`src/rtl/hba_pkg.sv`:
```
package hba_pkg;
  typedef enum logic [1:0] {
    ARB_IDLE  = 2'd0,
    ARB_REQ   = 2'd1,
    ARB_OWN   = 2'd2,
    ARB_DRAIN = 2'd3
  } arb_state_t;
endpackage

```
`src/rtl/hba_reg_decode.sv`:
```
module hba_reg_decode #(
  parameter int RA_W     = 4,
  parameter int NUM_REGS = 14,
  parameter int DW       = 16,
  parameter int BUSY_REG = 3,
  parameter int BUSY_BIT = 15
) (
  input  logic                clk,
  input  logic                rst_n,
  input  logic                host_sel,
  input  logic                host_rd,
  input  logic                host_wr,
  input  logic [RA_W-1:0]     host_idx,
  input  logic [DW-1:0]       host_wdata,
  input  logic [DW-1:0]       reg_rdata,
  input  logic                blocked,
  output logic [NUM_REGS-1:0] reg_wstb,
  output logic                rd_drive,
  output logic [DW-1:0]       rd_data,
  output logic                busy
);
  localparam logic [RA_W:0]   LIMIT    = (RA_W+1)'(NUM_REGS);
  localparam logic [RA_W-1:0] BUSY_IDX = RA_W'(BUSY_REG);

  logic in_range;
  logic wr_ok;

  assign in_range = ({1'b0, host_idx} < LIMIT);
  assign wr_ok    = host_sel & host_wr & ~blocked & in_range;
  assign rd_drive = host_sel & host_rd & ~blocked;
  assign rd_data  = in_range ? reg_rdata : '0;

  for (genvar i = 0; i < NUM_REGS; i++) begin : g_wstb
    assign reg_wstb[i] = wr_ok && (host_idx == RA_W'(i));
  end

  always_ff @(posedge clk or negedge rst_n) begin
    if (!rst_n)
      busy <= 1'b0;
    else if (wr_ok && host_idx == BUSY_IDX)
      busy <= host_wdata[BUSY_BIT];
  end
endmodule

```
`src/rtl/hba_arb_fsm.sv`:
```
module hba_arb_fsm
  import hba_pkg::*;
(
  input  logic clk,
  input  logic rst_n,
  input  logic mode_dma,
  input  logic inhibit,
  input  logic xfer_valid,
  input  logic xfer_last,
  input  logic dma_gnt,
  output logic own,
  output logic dma_req,
  output logic ready,
  output logic fire,
  output logic burst
);
  arb_state_t st_q, st_d;
  logic       mid_q;

  assign own     = (st_q == ARB_OWN);
  assign ready   = own && (!mode_dma || dma_gnt);
  assign fire    = ready && xfer_valid;
  assign dma_req = (st_q == ARB_REQ) || (own && mode_dma);
  assign burst   = own && (mid_q || (xfer_valid && !xfer_last));

  always_comb begin
    st_d = st_q;
    unique case (st_q)
      ARB_IDLE:  if (xfer_valid && !inhibit) st_d = mode_dma ? ARB_REQ : ARB_OWN;
      ARB_REQ:   if (dma_gnt) st_d = ARB_OWN;
      ARB_OWN:   if (fire && xfer_last) st_d = mode_dma ? ARB_DRAIN : ARB_IDLE;
      ARB_DRAIN: if (!dma_gnt) st_d = ARB_IDLE;
      default:   st_d = ARB_IDLE;
    endcase
  end

  always_ff @(posedge clk or negedge rst_n) begin
    if (!rst_n) begin
      st_q  <= ARB_IDLE;
      mid_q <= 1'b0;
    end else begin
      st_q <= st_d;
      if (fire) mid_q <= !xfer_last;
    end
  end
endmodule

```
`src/rtl/hba_bus_mux.sv`:
```
module hba_bus_mux #(
  parameter int AW = 16,
  parameter int DW = 16
) (
  input  logic          clk,
  input  logic          rst_n,
  input  logic          mode_dma,
  input  logic          own,
  input  logic          fire,
  input  logic          host_rd,
  input  logic          host_wr,
  input  logic          host_memsel,
  input  logic          addr_off,
  input  logic          rd_drive,
  input  logic [DW-1:0] rd_data,
  input  logic          xfer_valid,
  input  logic          xfer_write,
  input  logic [AW-1:0] xfer_addr,
  input  logic [DW-1:0] xfer_wdata,
  input  logic [DW-1:0] mem_rdata,
  output logic          mem_rd,
  output logic          mem_wr,
  output logic          mem_sel,
  output logic [AW-1:0] addr_out,
  output logic          addr_oe,
  output logic [DW-1:0] data_out,
  output logic          data_oe,
  output logic          rsp_valid,
  output logic [DW-1:0] rsp_data
);
  logic fwd;

  assign fwd = !mode_dma && !own;

  always_comb begin
    if (fwd) begin
      mem_rd  = host_rd;
      mem_wr  = host_wr;
      mem_sel = host_memsel;
    end else begin
      mem_rd  = fire && !xfer_write;
      mem_wr  = fire && xfer_write;
      mem_sel = fire;
    end
  end

  assign addr_out = xfer_addr;
  assign addr_oe  = own && !addr_off;
  assign data_out = own ? xfer_wdata : rd_data;
  assign data_oe  = own ? (xfer_valid && xfer_write) : rd_drive;

  always_ff @(posedge clk or negedge rst_n) begin
    if (!rst_n) begin
      rsp_valid <= 1'b0;
      rsp_data  <= '0;
    end else begin
      rsp_valid <= fire && !xfer_write;
      if (fire && !xfer_write) rsp_data <= mem_rdata;
    end
  end
endmodule

```
`src/rtl/host_dma_arbiter.sv`:
```
module host_dma_arbiter #(
  parameter int AW       = 16,
  parameter int DW       = 16,
  parameter int RA_W     = 4,
  parameter int NUM_REGS = 14,
  parameter int BUSY_REG = 3,
  parameter int BUSY_BIT = 15
) (
  input  logic                clk,
  input  logic                rst_n,
  input  logic                mode_dma,
  input  logic                rt_mode,
  input  logic                host_sel,
  input  logic                host_rd,
  input  logic                host_wr,
  input  logic                host_memsel,
  input  logic [RA_W-1:0]     host_idx,
  input  logic [DW-1:0]       host_wdata,
  input  logic                addr_off,
  input  logic [DW-1:0]       reg_rdata,
  output logic [NUM_REGS-1:0] reg_wstb,
  output logic                dma_req,
  input  logic                dma_gnt,
  output logic                mem_own,
  output logic                burst,
  output logic                mem_rd,
  output logic                mem_wr,
  output logic                mem_sel,
  output logic [AW-1:0]       addr_out,
  output logic                addr_oe,
  output logic [DW-1:0]       data_out,
  output logic                data_oe,
  input  logic [DW-1:0]       mem_rdata,
  input  logic                xfer_valid,
  output logic                xfer_ready,
  input  logic                xfer_write,
  input  logic                xfer_last,
  input  logic [AW-1:0]       xfer_addr,
  input  logic [DW-1:0]       xfer_wdata,
  output logic                rsp_valid,
  output logic [DW-1:0]       rsp_data
);
  logic          busy_flag;
  logic          rd_drive;
  logic [DW-1:0] rd_data;
  logic          fire;
  logic          inhibit;

  assign inhibit = rt_mode && busy_flag;

  hba_reg_decode #(
    .RA_W(RA_W), .NUM_REGS(NUM_REGS), .DW(DW),
    .BUSY_REG(BUSY_REG), .BUSY_BIT(BUSY_BIT)
  ) u_dec (
    .clk        (clk),
    .rst_n      (rst_n),
    .host_sel   (host_sel),
    .host_rd    (host_rd),
    .host_wr    (host_wr),
    .host_idx   (host_idx),
    .host_wdata (host_wdata),
    .reg_rdata  (reg_rdata),
    .blocked    (mem_own),
    .reg_wstb   (reg_wstb),
    .rd_drive   (rd_drive),
    .rd_data    (rd_data),
    .busy       (busy_flag)
  );

  hba_arb_fsm u_arb (
    .clk        (clk),
    .rst_n      (rst_n),
    .mode_dma   (mode_dma),
    .inhibit    (inhibit),
    .xfer_valid (xfer_valid),
    .xfer_last  (xfer_last),
    .dma_gnt    (dma_gnt),
    .own        (mem_own),
    .dma_req    (dma_req),
    .ready      (xfer_ready),
    .fire       (fire),
    .burst      (burst)
  );

  hba_bus_mux #(.AW(AW), .DW(DW)) u_mux (
    .clk         (clk),
    .rst_n       (rst_n),
    .mode_dma    (mode_dma),
    .own         (mem_own),
    .fire        (fire),
    .host_rd     (host_rd),
    .host_wr     (host_wr),
    .host_memsel (host_memsel),
    .addr_off    (addr_off),
    .rd_drive    (rd_drive),
    .rd_data     (rd_data),
    .xfer_valid  (xfer_valid),
    .xfer_write  (xfer_write),
    .xfer_addr   (xfer_addr),
    .xfer_wdata  (xfer_wdata),
    .mem_rdata   (mem_rdata),
    .mem_rd      (mem_rd),
    .mem_wr      (mem_wr),
    .mem_sel     (mem_sel),
    .addr_out    (addr_out),
    .addr_oe     (addr_oe),
    .data_out    (data_out),
    .data_oe     (data_oe),
    .rsp_valid   (rsp_valid),
    .rsp_data    (rsp_data)
  );
endmodule

```
`config.mk`:
```
export PLATFORM = sky130hd
export DESIGN_NAME = host_dma_arbiter
export DESIGN_NICKNAME = d
export VERILOG_FILES = /design/src/rtl/hba_pkg.sv /design/src/rtl/hba_reg_decode.sv /design/src/rtl/hba_arb_fsm.sv /design/src/rtl/hba_bus_mux.sv /design/src/rtl/host_dma_arbiter.sv
export SDC_FILE = /design/constraint.sdc
export NUM_CORES = 1
export LEC_CHECK = 0
export BUFFER_PORTS_ARGS = -buffer_cell sky130_fd_sc_hd__buf_2
export CAP_MARGIN = 20
export CORE_AREA = 2 2 66 68
export DETAILED_ROUTE_END_ITERATION = 10
export DIE_AREA = 0 0 68 70
export PLACE_DENSITY = 0.85
export SLEW_MARGIN = 20
export SYNTH_ARGS = -nofsm -noshare
export SYNTH_HDL_FRONTEND = slang
export SYNTH_SLANG_ARGS = --single-unit
```
`constraint.sdc`:
```
create_clock -name clk -period 3.55 [get_ports clk]
set_input_delay 0.1775 -clock clk [delete_from_list [all_inputs] [get_ports clk]]
set_output_delay 0.1775 -clock clk [all_outputs]
set_load 0.05 [all_outputs]
```
==> flow_metrics.tcl <==
set metrics [dict create \
    status "complete, no violations" \
    synth_top_cell_by_area "dfrtp_1" \
    cp.depth 5 \
    worstSetupStartpointType "flip-flop" \
    gp_congestion 0.7553 \
    crit_arrival_ps 2270 \
    rows 24 \
    min_path_type "in -> reg" \
    grt_max_degree 23 \
    drt_iter0_markers 73 \
    syn_nets 235 \
    yosysTopAreaCellShare_pct 36.97 \
    cpPeakStageDelay_ps 550 \
    hpwl_mm 3.436 \
    synth.most_common_cell "dfrtp_1" \
    timing_worst_setup_path_type "reg -> out" \
    synth_cell_types 34 \
    ys_warn_count 0 \
    max_freq_mhz 408.6 \
    cp_top_family "simple AND/OR/NAND/NOR gates" \
    yosysSeqAreaShare_pct 36.97 \
    p_per_area_nw_per_um2 1077 \
    finalHoldViolCount 0 \
    grt_pass1_wl_mm 5.754 \
    die_w_um 68 \
    die_h_um 70 \
    max_slew_margin_pct 46.33 \
    ant_nets 0 \
    final_util_pct 47.83 \
    ys_ff_latch 21 \
    synthArstFlopShare_pct 100.0 \
    cts_repair_resize_count 0 \
    num_vias 1452 \
    period_needed_ps 2447 \
    endpoint_kind "output port" \
    root_buffer "clkbuf_8" \
    rsz0062_at_grt "false" \
    setup_viol 0 \
    worst_slew_pin_slew_ps 802.4 \
    synth_top_flop_cell "dfrtp_1" \
    cts_buffers 3 \
    ff2ff_path_depth 3 \
    netlist_area_um2 1421 \
    setup_tns_ps 0 \
    h-tree-depth 1 \
    crit_required_ps 3370 \
    antenna_found_initial 1 \
    syn_inst 138 \
    worst-path-buf-inv 2 \
    viasPerCell 4.922 \
    wl_mm 4.048 \
    use_met2_pct 28.48 \
    io_pins 169 \
    syn_avg_cell_area_um2 10.30 \
    peakVddDrop_mv 0.5417 \
    netlist_top_cells_area "dfrtp_1, a22o_1, mux2_2" \
    place_inst 289 \
    grt_busiest_layer "met2" \
    dieArea_um2 4760 \
    gr-usage-met3_pct 3.221 \
    synth_edf_count 0 \
    final_cells 295 \
    drive_gt1_share_pct 61.16 \
    fin_skew_ps 4.157 \
    clock_latency_ps 260 \
    grt-ovfl-total 0 \
    synth_common_cells "dfrtp_1, a22o_1, buf_4" \
    worstHoldPathCells 2 \
    cap_violations 0 \
    power_leakage_nw 1.084 \
    finalCritPeriodShare_pct 68.94 \
    nNetsFinal 340 \
    crit_path_cell_trace "nand2b_1 -> inv_4 -> or4_4 -> nor2_1 -> buf_2" \
    cts_sinks 21 \
    area_delta_synth_final_pct 39.44 \
    portBuffers 121 \
    report.final.slew_viol_count 0 \
    wl_per_cell_um 13.72 \
    drt_pass1_iterations 4 \
    cp_max_fo 22 \
    core_um2 4144 \
    clock_path_buffers 2 \
    clkSlewWorstSetupHoldPaths_ps 80 \
    cts_tree "built" \
    grt_pass1_vias 1270 \
    initial_core_util_pct 34.30 \
    track_usage_pct 15.73 \
    met1_usage_pct 17.86 \
    drc 0 \
    cp_slowest_cell "or4_4" \
]
## report_power, final
group	switching (mW)	internal, mW	total [mW]
sequential	0.0692	0.353	0.422
clock	0.0757	0.0781	0.154
combinational	1.16	0.395	1.56
## cells by family after synthesis
group	synth area share, %
flops	36.97
buf+inv	13.64
simple gates	17.17
xor+xnor	0.6163
compound gates	18.13
mux	13.47
## stage by stage
step | power, mW | hold slack (ps) | area (um^2) | setup WS [ps]
5_1_grt | 2.245 | 127.4 | 1979 | 1002
6_report | 2.135 | 132.8 | 1982 | 1103
2_1_floorplan | 1.748 | -118.1 | 1421 | 1428
3_3_place_gp | 1.977 | 155.0 | 1923 | 1398
4_1_cts | 2.158 | 126.2 | 1979 | 1085
3_5_place_dp | 1.998 | 160.1 | 1923 | 1378
## final cells by class
class | instances | area, um^2
Antenna cell | 1 | 2.502
Clock buffer | 3 | 41.29
Clock inverter | 1 | 5.005
Fill cell | 402 | 2162
Inverter | 6 | 25.02
Multi-Input combinational cell | 89 | 701.9
Sequential cell | 21 | 525.5
Tap cell | 52 | 65.06
Timing Repair Buffer | 122 | 615.6
## state kept, by name (all words and copies together), names as in the netlist
signal / flops
u_dec.busy: 1
u_mux.rsp_data: 16
u_mux.rsp_valid: 1
u_arb.mid_q: 1
u_arb.st_q: 2
## cells in the final DEF, fill, tap and decap left out, drive strengths merged, types with 3 or more instances in the layout
cell type / synthesis / routed
nand2b: 3 / 3
buf: 22 / 121
dfrtp: 21 / 21
inv: 6 / 6
nand2: 7 / 7
clkbuf: 0 / 3
nor3: 5 / 5
a22o: 16 / 16
o21ai: 5 / 5
mux2: 17 / 17
nor2: 14 / 14
## routing by layer
layer	share of wire, %	vias to the layer above
met5	0	-
met4	1.1	0
met3	12	7
met2	51	103
met1	36	649
li1	-	693
## path summary, 6_finish.rpt
kind	from	endpoint	slack, ps
setup / recovery	u_arb.st_q[1]	reg_wstb[4]	1100
hold / removal	host_wdata[15]	u_dec.busy	130
setup reg to reg	u_arb.st_q[1]	u_mux.rsp_data[15]	1710
hold reg to reg	u_mux.rsp_data[11]	u_mux.rsp_data[11]	490
max in group asynchronous	rst_n	u_mux.rsp_data[1]	2830
min in group asynchronous	rst_n	u_mux.rsp_data[8]	410
## worst register-to-register path, cell delays in order, from the launching register on
cell and delay, ps:
dfrtp_1 520, nand3b_4 150, nor3_4 640, mux2_2 420
## timing repair
action,4_1_cts,5_1_grt
hold buffers,1,0
buffers inserted,0,0
endpoints found under the hold margin,21,0
(Power assumes the default switching activity.)
